### config.mk
export PLATFORM = sky130hd
export DESIGN_NAME = i2c_cfg_slave
export DESIGN_NICKNAME = d
export VERILOG_FILES = /design/src/rtl/i2c_cfg_pkg.sv /design/src/rtl/i2c_rst_sync.sv /design/src/rtl/i2c_bus_sync.sv /design/src/rtl/i2c_reg_bank.sv /design/src/rtl/i2c_slave_fsm.sv /design/src/rtl/i2c_cfg_slave.sv
export SDC_FILE = /design/constraint.sdc
export NUM_CORES = 1
export LEC_CHECK = 0
export CORE_ASPECT_RATIO = 0.8
export CORE_MARGIN = 5
export CORE_UTILIZATION = 50
export CTS_CLUSTER_DIAMETER = 50
export CTS_CLUSTER_SIZE = 24
export DETAILED_ROUTE_END_ITERATION = 10
export PLACE_DENSITY_LB_ADDON = 0.15
export SLEW_MARGIN = 20
export SYNTH_ARGS = -nofsm -noshare
export SYNTH_HDL_FRONTEND = slang
export SYNTH_HIERARCHICAL = 1
export SYNTH_SLANG_ARGS = --single-unit
### constraint.sdc
create_clock -name clk -period 3.55 [get_ports clk]
set_input_delay 0.71 -clock clk [delete_from_list [all_inputs] [get_ports clk]]
set_output_delay 0.71 -clock clk [all_outputs]
set_load 0.02 [all_outputs]
### src/rtl/i2c_cfg_pkg.sv
package i2c_cfg_pkg;
  localparam int BYTE_W = 8;

  typedef enum logic [2:0] {
    ST_IDLE,
    ST_RX,
    ST_SACK,
    ST_TX,
    ST_MACK
  } phase_t;

  typedef enum logic [1:0] {
    RX_DEV,
    RX_SUB,
    RX_DATA
  } role_t;
endpackage

### src/rtl/i2c_rst_sync.sv
module i2c_rst_sync (
  input  logic clk,
  input  logic rst_n,
  output logic rst_n_s
);
  logic [1:0] q;

  always_ff @(posedge clk or negedge rst_n) begin
    if (!rst_n) q <= 2'b00;
    else        q <= {q[0], 1'b1};
  end

  assign rst_n_s = q[1];
endmodule

### src/rtl/i2c_bus_sync.sv
module i2c_bus_sync #(
  parameter int STAGES = 3
) (
  input  logic clk,
  input  logic rst_n,
  input  logic scl_i,
  input  logic sda_i,
  output logic scl_s,
  output logic sda_s,
  output logic scl_rise,
  output logic scl_fall,
  output logic start_evt,
  output logic stop_evt
);
  localparam int NEW = STAGES - 2;
  localparam int OLD = STAGES - 1;

  logic [STAGES-1:0] scl_q;
  logic [STAGES-1:0] sda_q;

  always_ff @(posedge clk or negedge rst_n) begin
    if (!rst_n) begin
      scl_q <= '1;
      sda_q <= '1;
    end else begin
      scl_q <= {scl_q[STAGES-2:0], scl_i};
      sda_q <= {sda_q[STAGES-2:0], sda_i};
    end
  end

  assign scl_s     = scl_q[NEW];
  assign sda_s     = sda_q[NEW];
  assign scl_rise  = scl_q[NEW] & ~scl_q[OLD];
  assign scl_fall  = ~scl_q[NEW] & scl_q[OLD];
  assign start_evt = scl_q[NEW] & scl_q[OLD] & sda_q[OLD] & ~sda_q[NEW];
  assign stop_evt  = scl_q[NEW] & scl_q[OLD] & ~sda_q[OLD] & sda_q[NEW];
endmodule

### src/rtl/i2c_reg_bank.sv
module i2c_reg_bank
  import i2c_cfg_pkg::*;
#(
  parameter int NUM_REGS = 9,
  parameter int PW       = 4
) (
  input  logic                       clk,
  input  logic                       rst_n,
  input  logic                       wr_en,
  input  logic [PW-1:0]              wr_idx,
  input  logic [BYTE_W-1:0]          wr_data,
  input  logic [PW-1:0]              rd_idx,
  output logic [BYTE_W-1:0]          rd_data,
  output logic [NUM_REGS*BYTE_W-1:0] regs_o
);
  for (genvar k = 0; k < NUM_REGS; k++) begin : g_reg
    logic q;
    logic [BYTE_W-1:0] val_q;
    assign q = wr_en && (wr_idx == PW'(k));

    always_ff @(posedge clk or negedge rst_n) begin
      if (!rst_n)  val_q <= '0;
      else if (q)  val_q <= wr_data;
    end

    assign regs_o[k*BYTE_W +: BYTE_W] = val_q;
  end

  always_comb begin
    rd_data = '0;
    for (int k = 0; k < NUM_REGS; k++) begin
      if (rd_idx == PW'(k)) rd_data = regs_o[k*BYTE_W +: BYTE_W];
    end
  end
endmodule

### src/rtl/i2c_slave_fsm.sv
module i2c_slave_fsm
  import i2c_cfg_pkg::*;
#(
  parameter logic [6:0] DEV_ADDR = 7'h2C,
  parameter int         NUM_REGS = 9,
  parameter int         PW       = 4
) (
  input  logic              clk,
  input  logic              rst_n,
  input  logic              sda_s,
  input  logic              scl_rise,
  input  logic              scl_fall,
  input  logic              start_evt,
  input  logic              stop_evt,
  input  logic [BYTE_W-1:0] rd_data,
  output logic [PW-1:0]     rd_idx,
  output logic              wr_en,
  output logic [PW-1:0]     wr_idx,
  output logic [BYTE_W-1:0] wr_data,
  output logic              sda_oe
);
  localparam logic [PW-1:0]     TOP_IDX = PW'(NUM_REGS - 1);
  localparam logic [PW-1:0]     END_IDX = PW'(NUM_REGS);
  localparam logic [BYTE_W-1:0] SUB_LIM = BYTE_W'(NUM_REGS);
  localparam logic [3:0]        LAST_BIT = 4'd8;

  phase_t            phase_q, phase_d, after_q, after_d;
  role_t             role_q, role_d;
  logic [3:0]        bitcnt_q, bitcnt_d;
  logic [BYTE_W-1:0] shreg_q, shreg_d;
  logic [PW-1:0]     ptr_q, ptr_d;
  logic              oe_q, oe_d;

  assign rd_idx  = (ptr_q > TOP_IDX) ? TOP_IDX : ptr_q;
  assign wr_idx  = ptr_q;
  assign wr_data = shreg_q;
  assign sda_oe  = oe_q;

  always_comb begin
    phase_d  = phase_q;
    after_d  = after_q;
    role_d   = role_q;
    bitcnt_d = bitcnt_q;
    shreg_d  = shreg_q;
    ptr_d    = ptr_q;
    oe_d     = oe_q;
    wr_en    = 1'b0;
    if (start_evt) begin
      phase_d  = ST_RX;
      role_d   = RX_DEV;
      bitcnt_d = '0;
      oe_d     = 1'b0;
    end else if (stop_evt) begin
      phase_d = ST_IDLE;
      oe_d    = 1'b0;
    end else begin
      case (phase_q)
        ST_RX: begin
          if (scl_rise && bitcnt_q != LAST_BIT) begin
            shreg_d  = {shreg_q[BYTE_W-2:0], sda_s};
            bitcnt_d = bitcnt_q + 4'd1;
          end else if (scl_fall && bitcnt_q == LAST_BIT) begin
            bitcnt_d = '0;
            phase_d  = ST_SACK;
            after_d  = ST_RX;
            oe_d     = 1'b1;
            case (role_q)
              RX_DEV: begin
                if (shreg_q[7:1] != DEV_ADDR) begin
                  phase_d = ST_IDLE;
                  oe_d    = 1'b0;
                end else if (shreg_q[0]) begin
                  after_d = ST_TX;
                end else begin
                  role_d = RX_SUB;
                end
              end
              RX_SUB: begin
                if (shreg_q < SUB_LIM) begin
                  ptr_d  = shreg_q[PW-1:0];
                  role_d = RX_DATA;
                end else begin
                  phase_d = ST_IDLE;
                  oe_d    = 1'b0;
                end
              end
              default: begin
                if (ptr_q < END_IDX) begin
                  wr_en = 1'b1;
                  ptr_d = ptr_q + PW'(1);
                end else begin
                  phase_d = ST_IDLE;
                  oe_d    = 1'b0;
                end
              end
            endcase
          end
        end
        ST_SACK: begin
          if (scl_fall) begin
            bitcnt_d = '0;
            phase_d  = after_q;
            if (after_q == ST_TX) begin
              shreg_d = rd_data;
              oe_d    = ~rd_data[BYTE_W-1];
            end else begin
              oe_d = 1'b0;
            end
          end
        end
        ST_TX: begin
          if (scl_rise) begin
            bitcnt_d = bitcnt_q + 4'd1;
          end else if (scl_fall) begin
            if (bitcnt_q == LAST_BIT) begin
              phase_d = ST_MACK;
              oe_d    = 1'b0;
            end else begin
              shreg_d = {shreg_q[BYTE_W-2:0], 1'b0};
              oe_d    = ~shreg_q[BYTE_W-2];
            end
          end
        end
        ST_MACK: begin
          if (scl_rise) begin
            if (sda_s) begin
              phase_d = ST_IDLE;
            end else begin
              phase_d = ST_SACK;
              after_d = ST_TX;
              if (ptr_q < TOP_IDX) ptr_d = ptr_q + PW'(1);
            end
          end
        end
        default: ;
      endcase
    end
  end

  always_ff @(posedge clk or negedge rst_n) begin
    if (!rst_n) begin
      phase_q  <= ST_IDLE;
      after_q  <= ST_RX;
      role_q   <= RX_DEV;
      bitcnt_q <= '0;
      shreg_q  <= '0;
      ptr_q    <= '0;
      oe_q     <= 1'b0;
    end else begin
      phase_q  <= phase_d;
      after_q  <= after_d;
      role_q   <= role_d;
      bitcnt_q <= bitcnt_d;
      shreg_q  <= shreg_d;
      ptr_q    <= ptr_d;
      oe_q     <= oe_d;
    end
  end
endmodule

### src/rtl/i2c_cfg_slave.sv
module i2c_cfg_slave
  import i2c_cfg_pkg::*;
#(
  parameter logic [6:0] DEV_ADDR = 7'h2C,
  parameter int         NUM_REGS = 9
) (
  input  logic                       clk,
  input  logic                       rst_n,
  input  logic                       scl_i,
  input  logic                       sda_i,
  output logic                       sda_oe,
  output logic [NUM_REGS*BYTE_W-1:0] regs_o
);
  localparam int PW = $clog2(NUM_REGS + 1);

  logic              rst_n_s;
  logic              scl_s, sda_s, scl_rise, scl_fall, start_evt, stop_evt;
  logic              wr_en;
  logic [PW-1:0]     wr_idx, rd_idx;
  logic [BYTE_W-1:0] wr_data, rd_data;

  i2c_rst_sync u_rst (
    .clk     (clk),
    .rst_n   (rst_n),
    .rst_n_s (rst_n_s)
  );

  i2c_bus_sync #(.STAGES(3)) u_sync (
    .clk       (clk),
    .rst_n     (rst_n_s),
    .scl_i     (scl_i),
    .sda_i     (sda_i),
    .scl_s     (scl_s),
    .sda_s     (sda_s),
    .scl_rise  (scl_rise),
    .scl_fall  (scl_fall),
    .start_evt (start_evt),
    .stop_evt  (stop_evt)
  );

  i2c_slave_fsm #(.DEV_ADDR(DEV_ADDR), .NUM_REGS(NUM_REGS), .PW(PW)) u_fsm (
    .clk       (clk),
    .rst_n     (rst_n_s),
    .sda_s     (sda_s),
    .scl_rise  (scl_rise),
    .scl_fall  (scl_fall),
    .start_evt (start_evt),
    .stop_evt  (stop_evt),
    .rd_data   (rd_data),
    .rd_idx    (rd_idx),
    .wr_en     (wr_en),
    .wr_idx    (wr_idx),
    .wr_data   (wr_data),
    .sda_oe    (sda_oe)
  );

  i2c_reg_bank #(.NUM_REGS(NUM_REGS), .PW(PW)) u_bank (
    .clk     (clk),
    .rst_n   (rst_n_s),
    .wr_en   (wr_en),
    .wr_idx  (wr_idx),
    .wr_data (wr_data),
    .rd_idx  (rd_idx),
    .rd_data (rd_data),
    .regs_o  (regs_o)
  );
endmodule

# After elaboration in Yosys (flattened, before gate mapping)
# Cells that the tools add are included.
dict set report totals {
  reg_bits 105
  inputBits 4
}
dict set report classes {
  order_cmp 4
  addsub 2
  eq_ne 54
  reduce_logical 30
  bitwise_logic 15
  n_mux 85
}
# operator count
set op_table {}
lappend op_table {{$mux W8} 15}
lappend op_table {{$mux W4} 14}
lappend op_table {{$mux W3} 15}
lappend op_table {{$eq A4 B3 Y1 const B} 8}
lappend op_table {{$mux W2} 13}
lappend op_table {{$pmux W8 S3} 1}
lappend op_table {{$ne A4 B3 Y1 const B} 5}
lappend op_table {{$mux W1} 18}
lappend op_table {{$eq A4 B2 Y1 const B} 4}
lappend op_table {{$pmux W4 S2} 2}
lappend op_table {{$reduce_and A8 Y1} 2}
lappend op_table {{$ne A2 B1 Y1 const B} 7}
lappend op_table {{$ne A2 B2 Y1 const B} 7}
lappend op_table {{$eq A4 B4 Y1 const B} 3}
lappend op_table {{$ne A3 B2 Y1 const B} 4}
lappend op_table {{$ne A4 B4 Y1 const B} 3}
lappend op_table {{$pmux W3 S2} 2}
lappend op_table {{$pmux W3 S4} 1}
lappend op_table {{$pmux W4 S3} 1}
lappend op_table {{$logic_and A1 B1 Y1} 11}
lappend op_table {{$reduce_and A11 Y1} 1}
lappend op_table {{$eq A3 B2 Y1 const B} 3}
lappend op_table {{$reduce_and A9 Y1} 1}
lappend op_table {{$add A4 B1 Y4 const B} 2}
lappend op_table {{27 further kinds} 47}

# Longest topological paths before layout
# Gate-level depths: netlist of run 1.
dict set report depth {
  ltp_word 18
  depth_mapped 14
}

# Hierarchy
# Netlist of run 1, hierarchy kept.
# mod area_per_inst_um2 n_inst cells_each
set by_module_without_submodules {}
lappend by_module_without_submodules {i2c_reg_bank 3597.2 1 269}
lappend by_module_without_submodules {i2c_slave_fsm 1660.3 1 187}
lappend by_module_without_submodules {i2c_bus_sync 190.2 1 10}
lappend by_module_without_submodules {i2c_rst_sync 53.8 1 3}

# Worst setup path before layout of run 1
# OpenSTA, ideal clock, no wires.
dict set report synth_timing {
  path_kind {reg-to-reg}
  start {register u_sync.sda_q[1]}
  end {register u_bank.g_reg[3].val_q[0]}
  required_time_ps 3425
  stages_incl_launch_ff 9
  path_slack_ps 967
  t_arrival_ps 2458
  n_path_buf 2
  period_less_slack_ps 2583
  setup_time_ps 125
  cell_sequence {dfstp_2 and4b_1 buf_2 nor2_1 and4_1 nor3b_4 nor2b_1 buf_4 mux2_2}
}
dict set report synth_via {
  elab_chain_len 4
  elab_cells_between_ends 6
  cone_classes {mux (2); bitwise (3); reduce/logical (1)}
}
# element line
set synth_lines {}
lappend synth_lines {{start, declared} i2c_bus_sync.sv:19} ;# logic [STAGES-1:0] sda_q;
lappend synth_lines {{start signal, assigned} i2c_bus_sync.sv:27} ;# sda_q <= {sda_q[STAGES-2:0], sda_i};
lappend synth_lines {{$not A1 Y1} i2c_bus_sync.sv:35} ;# assign start_evt = scl_q[NEW] & scl_q[OLD] & sda_q[OLD] & ~sda_q[NEW];
lappend synth_lines {{$and A1 B1 Y1} i2c_bus_sync.sv:35}
lappend synth_lines {{named net start_evt} i2c_cfg_slave.sv:17} ;# logic scl_s, sda_s, scl_rise, scl_fall, start_evt, stop_evt;
lappend synth_lines {{$mux W1} i2c_slave_fsm.sv:48} ;# if (start_evt) begin
lappend synth_lines {{named net wr_en} i2c_cfg_slave.sv:18} ;# logic wr_en;
lappend synth_lines {{$logic_and A1 B1 Y1} i2c_reg_bank.sv:19} ;# assign q = wr_en && (wr_idx == PW'(k));
lappend synth_lines {{end signal, assigned} i2c_reg_bank.sv:23} ;# else if (q) val_q <= wr_data;
lappend synth_lines {{end, declared} i2c_reg_bank.sv:18} ;# logic [BYTE_W-1:0] val_q;
# The timed path passes the listed nets, and every way through them passes these cells.
# A chain may end at the register's enable or synchronous reset.

# Worst setup path after layout of run 1
dict set report layout_timing {
  start {register u_fsm.ptr_q[0], in the netlist u_fsm/wr_idx[0]}
  end {register u_fsm.oe_q, in the netlist u_fsm/sda_oe}
}
dict set report layout_via {
  elab_chain_len 18
  elab_cells_between_ends 31
  cone_classes {order compare (2); eq/ne (8); mux (19); bitwise (1); reduce/logical (1)}
}
# element line
set layout_lines {}
lappend layout_lines {{start, declared} i2c_slave_fsm.sv:31} ;# logic [PW-1:0] ptr_q, ptr_d;
lappend layout_lines {{start signal, assigned} i2c_slave_fsm.sv:155} ;# ptr_q <= ptr_d;
lappend layout_lines {{$gt A4 B4 Y1 *} i2c_slave_fsm.sv:34} ;# assign rd_idx = (ptr_q > TOP_IDX) ? TOP_IDX : ptr_q;
lappend layout_lines {{$mux W4 *} i2c_slave_fsm.sv:34}
lappend layout_lines {{named net rd_idx[1]} i2c_cfg_slave.sv:19} ;# logic [PW-1:0] wr_idx, rd_idx;
lappend layout_lines {{$logic_not A4 Y1} i2c_reg_bank.sv:32} ;# if (rd_idx == PW'(k)) rd_data = regs_o[k*BYTE_W +: BYTE_W];
lappend layout_lines {{$mux W8 (8 in series)} i2c_reg_bank.sv:32}
lappend layout_lines {{$mux W8 *} i2c_reg_bank.sv:32}
lappend layout_lines {{named net rd_data[7]} i2c_cfg_slave.sv:20} ;# logic [BYTE_W-1:0] wr_data, rd_data;
lappend layout_lines {{$not A1 Y1 *} i2c_slave_fsm.sv:105} ;# oe_d = ~rd_data[BYTE_W-1];
lappend layout_lines {{$mux W1 *} i2c_slave_fsm.sv:103} ;# if (after_q == ST_TX) begin
lappend layout_lines {{$mux W1 *} i2c_slave_fsm.sv:100} ;# if (scl_fall) begin
lappend layout_lines {{$pmux W1 S3 *} i2c_slave_fsm.sv:57} ;# case (phase_q)
lappend layout_lines {{$mux W1 *} i2c_slave_fsm.sv:53} ;# end else if (stop_evt) begin
lappend layout_lines {{$mux W1 *} i2c_slave_fsm.sv:48}
lappend layout_lines {{end signal, assigned} i2c_slave_fsm.sv:148} ;# oe_q <= 1'b0;
lappend layout_lines {{end signal, assigned} i2c_slave_fsm.sv:156} ;# oe_q <= oe_d;
lappend layout_lines {{end, declared} i2c_slave_fsm.sv:32} ;# logic oe_q, oe_d;
# The timed path passes the listed nets; every way through them passes the cells marked *. The select of a mux whose other input is x is not followed.

==> impl_metrics.json, run 1 <==
{
  "syn_inst": 469,
  "worst_setup_path_start_kind": "register",
  "synthSimpleGateAreaFrac_pct": 14.3,
  "first_global_vias": 4167,
  "cts_root_buffer": "clkbuf_16",
  "fillers": 892,
  "first_pass_iters": 5,
  "grt_max_degree": 78,
  "ys_ff_latch": 103,
  "grt.total_usage_pct": 23.5,
  "yosys_warnings": 6,
  "n_antenna_cell": 0,
  "worstSetupPathType": "reg -> reg",
  "synth_xor_area_share_pct": 0,
  "design.core.area_um2": 10800,
  "drc": 0,
  "place_congestion": 0.868,
  "slowest_delay_ns": 0.60,
  "grt-ovfl-total": 0,
  "yosysTopAreaCell": "dfrtp_1",
  "hold_class": "reg -> reg",
  "cts_inserted_buffers": 9,
  "postCtsHoldBufs": 0,
  "synthMuxAreaShare_pct": 21.4,
  "p_leak_nw": 2.95,
  "yosysTopAreaCellShare_pct": 44.1,
  "grt_pass1_wl_um": 24300,
  "setup_tns_ns": 0,
  "ys_types": 76,
  "cts_buffer_depth": 2,
  "dp_cells": 684,
  "dp_hpwl_um": 10600,
  "crit_slowest_cell": "dfrtp_1",
  "num_rows": 34,
  "rsz0062_at_grt": "no",
  "synth.most_common_cell": "dfrtp_1",
  "fp.dieW_um": 127,
  "fin_ws_ns": 0.323,
  "fmax_mhz": 310,
  "syn2layout_area_growth_pct": 22.4,
  "finalMaxSlewViolations": 0,
  "clock_latency_ns": 0.35,
  "async_flop_share_pct": 100,
  "drive_above_1_share_pct": 25.4,
  "routed_via_density": 6.02,
  "peakVddDrop_uv": 297,
  "port_buffers": 76,
  "cp-end-kind": "register",
  "drt_wl_total_um": 15000,
  "arrival_ns": 3.47,
  "pre_cts_ws_ns": 0.465,
  "yosys-top-cells-count": "dfrtp_1 (97), mux2_2 (76), a21oi_1 (30)",
  "cp_cell_sequence": "inv_1 -> ha_1 -> nand2b_1 -> a21oi_1 -> buf_4 -> and3b_4 -> a21oi_1 -> o211ai_1 -> a211o_1 -> inv_1 -> a32oi_1 -> a211oi_1 -> a221oi_1 -> nor3_1",
  "cp_data_required_time_ns": 3.80,
  "initialDrtViolationCount": 336,
  "h-tree-depth": 3,
  "clock_sinks": 103,
  "clkSlewWorstSetupHoldPaths_ns": 0.07,
  "final_nets": 560,
  "outcome": "finished, final reports clean",
  "post_cts_resized": 0,
  "start_util_pct": 50.9,
  "worst-path-max-fanout": 11,
  "synth_area_um2": 5500,
  "die_area_um2": 13200,
  "setup_viol": 0,
  "via_count": 4212,
  "synth_nets": 478,
  "hold_violations": 0,
  "cts_tree": "built",
  "post-route-min-period_ns": 3.23,
  "io_pins": 77,
  "post_drt_wl_per_cell_um": 21.4,
  "synth_area_leaders": "dfrtp_1 (44%), mux2_2 (16%), mux2i_1 (4.5%), dfstp_2 (2.9%), a21oi_1 (2.7%)",
  "die_h_um": 104,
  "final_cells": 700,
  "syn_avg_cell_area_um2": 11.7,
  "synthAdderAreaFrac_pct": 1.14,
  "antenna_found_initial": 0,
  "seq_area_frac_synth_pct": 47.0,
  "slew_headroom_pct": 33.5,
  "finalClockSkew_ns": 0.00568,
  "fin_crit_sh_pct": 90.9,
  "drv_cap": 0,
  "ys.flop_type": "dfrtp_1",
  "synth_compound_area_share_pct": 12.7,
  "synth_top_family_by_area": "multiplexers",
  "cts_setup_buffers": 0,
  "final_antenna_net_count": 0,
  "synth_edf_count": 0,
  "tightest_slew_ns": 0.998,
  "powerDensity_nw_per_um2": 403
}
[stage by stage]
step                      total power (W)  utilization [%]  hold slack [ns]  cell area [µm²]
after floorplan                   0.00151                -            0.331             5500
after global placement            0.00168             59.4            0.340             6420
after detailed placement          0.00169             59.4            0.341             6420
after CTS                         0.00273             62.3            0.358             6730
after global routing              0.00281             62.3            0.359             6730
final                             0.00272             62.3            0.356             6730
[power by group]
group	total [W]	switching, W	leakage, nW	internal (W)
combinational	0.000220	0.000125	1.42	0.0000951
sequential	0.00145	0.000229	1.38	0.00123
clock	0.00104	0.000478	0.150	0.000563
[worst paths after layout]
path / from / end / slack (ns) / depth (start not counted)
min in group asynchronous: u_rst/q[1] / u_fsm/bitcnt_q[2] / 0.51 / 0
max reg2reg: u_fsm/wr_idx[0] / u_fsm/sda_oe / 0.32 / 14
min reg2reg: u_rst/q[0] / u_rst/q[1] / 0.36 / 0
max: u_fsm/wr_idx[0] / u_fsm/sda_oe / 0.32 / 14
max in group asynchronous: u_rst/q[1] / u_bank/g_reg[0].val_q[5] / 2.27 / 1
min: u_rst/q[0] / u_rst/q[1] / 0.36 / 0
[routing by layer]
metal	up-vias	part of all wire, %	global-route usage [%]
met5	-	0	0
met4	0	1.7	5.59
met3	20	6.1	5.50
met2	150	44	34.1
met1	2126	48	35.5
li1	1916	-	-
[cells in the final DEF (no fill, tap or decap), types with 3 or more instances in the layout]
cell type	n
inv_1	16
o21ai_0	13
dfstp_2	6
a211o_1	8
nand3b_1	3
a22oi_1	7
o211ai_1	8
nor2b_1	14
a21oi_1	30
mux2_4	3
ha_1	5
nor3b_4	3
nor2_1	15
clkdlybuf4s50_1	76
nor3_1	9
nand2_1	25
a31oi_1	12
clkbuf_16	9
o21ai_1	3
nand3_1	8
nand2b_1	3
buf_4	13
mux2i_1	25
and4b_1	3
dfrtp_1	96
mux2_2	76
[final cells by class]
cell class / count / area, µm² / share of cell area (%)
Clock buffer: 9 / 225 / 3.34
Timing Repair Buffer: 89 / 858 / 12.7
Inverter: 16 / 60.1 / 0.892
Clock inverter: 7 / 86.3 / 1.28
Tap cell: 144 / 180 / 2.68
Multi-Input combinational cell: 332 / 2740 / 40.6
Sequential cell: 103 / 2590 / 38.4
[flip-flops by register name, indices dropped and copies added, names as in the netlist]
register	cells
u_bank/g.val_q	72
u_fsm/after_q	1
u_fsm/bitcnt_q	4
u_fsm/phase_q	3
u_fsm/role_q	2
u_fsm/sda_oe	1
u_fsm/wr_data	8
u_fsm/wr_idx	4
u_rst/q	2
u_sync/scl_q	3
u_sync/sda_q	3
[worst max-delay path, delay by kind of cell (launching register included)]
kind                       cells  cell delay [ns]
AOI/OAI and AO/OA              7             1.25
adders and majority gates      1             0.25
buffers and inverters          3             0.50
DFF                            1             0.60
and+or+nand+nor                3             0.51
[logic make-up (layout without fill, tap and decap cells)]
logic type                 count (synthesis)  in the layout
muxes                                    105            105
and+or+nand+nor                          118            118
other                                      1              1
AOI/OAI and AO/OA                        103            103
adders and majority gates                  5              5
buffers and inverters                     34            121
DFF                                      103            103
Note: power is estimated with default switching activity, not from simulation.
==> inputs of run 2 (changes only) <==
--- a/config.mk
+++ b/config.mk
@@ -5,7 +5,7 @@
 export SDC_FILE = /design/constraint.sdc
 export NUM_CORES = 1
 export LEC_CHECK = 0
-export CORE_ASPECT_RATIO = 0.8
+export CORE_ASPECT_RATIO = 0.9
 export CORE_MARGIN = 5
 export CORE_UTILIZATION = 50
 export CTS_CLUSTER_DIAMETER = 50
==> impl_metrics.json, run 2 (synthesis results as in run 1) <==
{
  "worst-path-max-fanout": 11,
  "dr_wl_met3_um": 877,
  "drt-met1-wl_um": 7340,
  "syn2layout_area_growth_pct": 22.1,
  "port_buffers": 76,
  "rsz0062_at_grt": "no",
  "clock_latency_ns": 0.35,
  "worst_setup_path_start_kind": "register",
  "place_congestion": 0.865,
  "outcome": "finished, final reports clean",
  "cts_setup_buffers": 0,
  "post_drt_wl_per_cell_um": 21.6,
  "powerDensity_nw_per_um2": 392,
  "drive_above_1_share_pct": 25.7,
  "p_leak_nw": 2.95,
  "fillers": 898,
  "h-tree-depth": 3,
  "drc": 0,
  "rrSetupSlack_ns": 0.43,
  "grt_pass1_wl_um": 23300,
  "slew_headroom_pct": 53.7,
  "tightest_slew_ns": 0.693,
  "num_rows": 36,
  "first_global_vias": 4048,
  "cts_inserted_buffers": 9,
  "via_count": 4245,
  "finalMaxSlewViolations": 0,
  "cp-end-kind": "register",
  "grt.total_usage_pct": 23.1,
  "start_util_pct": 50.9,
  "design.core.area_um2": 10800,
  "die_area_um2": 13200,
  "cts_buffer_depth": 2,
  "final_cell_area_um2": 6720,
  "initialDrtViolationCount": 361,
  "setup_tns_ns": 0,
  "dpl_cell_area_um2": 6410,
  "setup_viol": 0,
  "fmax_mhz": 321,
  "hold_violations": 0,
  "arrival_ns": 3.34,
  "fp.dieW_um": 121,
  "largest_reg_flops": 72,
  "regMostFlops": "u_bank/g.val_q",
  "highest_layer": "met4",
  "hold_class": "reg -> async",
  "finalClockSkew_ns": 0.00734,
  "dp_cells": 673,
  "worstSetupPathType": "reg -> reg",
  "dr_wl_met2_um": 6550,
  "postCtsHoldBufs": 0,
  "fin_crit_sh_pct": 87.9,
  "antenna_found_initial": 0,
  "post-route-min-period_ns": 3.12,
  "peakVddDrop_uv": 306,
  "io_pins": 77,
  "post_cts_resized": 0,
  "timing.rr.end": "u_fsm/sda_oe",
  "n_antenna_cell": 0,
  "drt_wl_total_um": 14900,
  "worstRegToRegCells": 14,
  "grt-ovfl-total": 0,
  "dp_hpwl_um": 10400,
  "cts_tree": "built",
  "final_nets": 561,
  "finish.utilization_pct": 62.1,
  "drv_cap": 0,
  "first_pass_iters": 5,
  "reg2reg_from": "u_fsm/wr_idx[0]",
  "worstSetupStartpoint": "u_fsm/wr_idx[0]",
  "routed_via_density": 6.15,
  "layout_commonest_cell": "dfrtp_1",
  "cp_data_required_time_ns": 3.77,
  "grt_max_degree": 86,
  "clkSlewWorstSetupHoldPaths_ns": 0.07,
  "clock_sinks": 103,
  "die_h_um": 110,
  "final_antenna_net_count": 0,
  "final_cells": 690,
  "final_cell_mix": "dfrtp_1 (96), clkdlybuf4s50_1 (76), mux2_2 (76), a21oi_1 (29)",
  "cts_root_buffer": "clkbuf_16"
}
run 2: how the worst max path moves through the flow:
stage                                          end  slack, ns  depth (start not counted)
after CTS                             u_fsm/sda_oe       0.49                         14
after floorplan           u_bank/g_reg[0].val_q[0]       0.48                          0
final                                 u_fsm/sda_oe       0.43                         14
after global placement                u_fsm/sda_oe       0.60                         14
after global routing                  u_fsm/sda_oe       0.18                         14
after detailed placement              u_fsm/sda_oe       0.51                         14
run 2: cell type report:
class                      instances  area (µm²)  area share, %
multi-input combinational        332        2740           40.8
sequential                       103        2590           38.6
timing repair buffer              90         878           13.1
clock buffer                      10         239           3.56
tap                              133         166           2.48
inverter                          16        60.1          0.894
clock inverter                     6        43.8          0.652
run 2: critical path, cell delays in order, from the launching register on:
cell	delay, ns
dfrtp_1	0.59
inv_1	0.20
ha_1	0.24
nand2b_1	0.08
a21oi_2	0.13
buf_4	0.22
nor4b_4	0.55
nand2_1	0.10
o21ai_0	0.09
a211o_1	0.16
inv_1	0.05
a32oi_1	0.20
a211oi_1	0.07
a221oi_1	0.25
nor3_1	0.07
run 2: through the flow:
step	setup slack [ns]	hold WS (ns)	total power (W)
after global routing	0.175	0.362	0.00274
after detailed placement	0.514	0.340	0.00169
final	0.431	0.340	0.00263
after CTS	0.491	0.359	0.00264
after floorplan	0.479	0.331	0.00151
after global placement	0.596	0.340	0.00168
run 2: report_power, final:
part | total [W] | switching (W) | internal (W)
Combinational | 0.000239 | 0.000142 | 0.0000968
Sequential | 0.00144 | 0.000215 | 0.00123
Clock | 0.000955 | 0.000456 | 0.000499
run 2: per-layer routing:
layer  global-route usage (%)  vias to the layer above
li1                         -                     1917
met1                     36.2                     2148
met2                     33.0                      166
met3                     4.48                       14
met4                     5.10                        0
met5                        0                        -
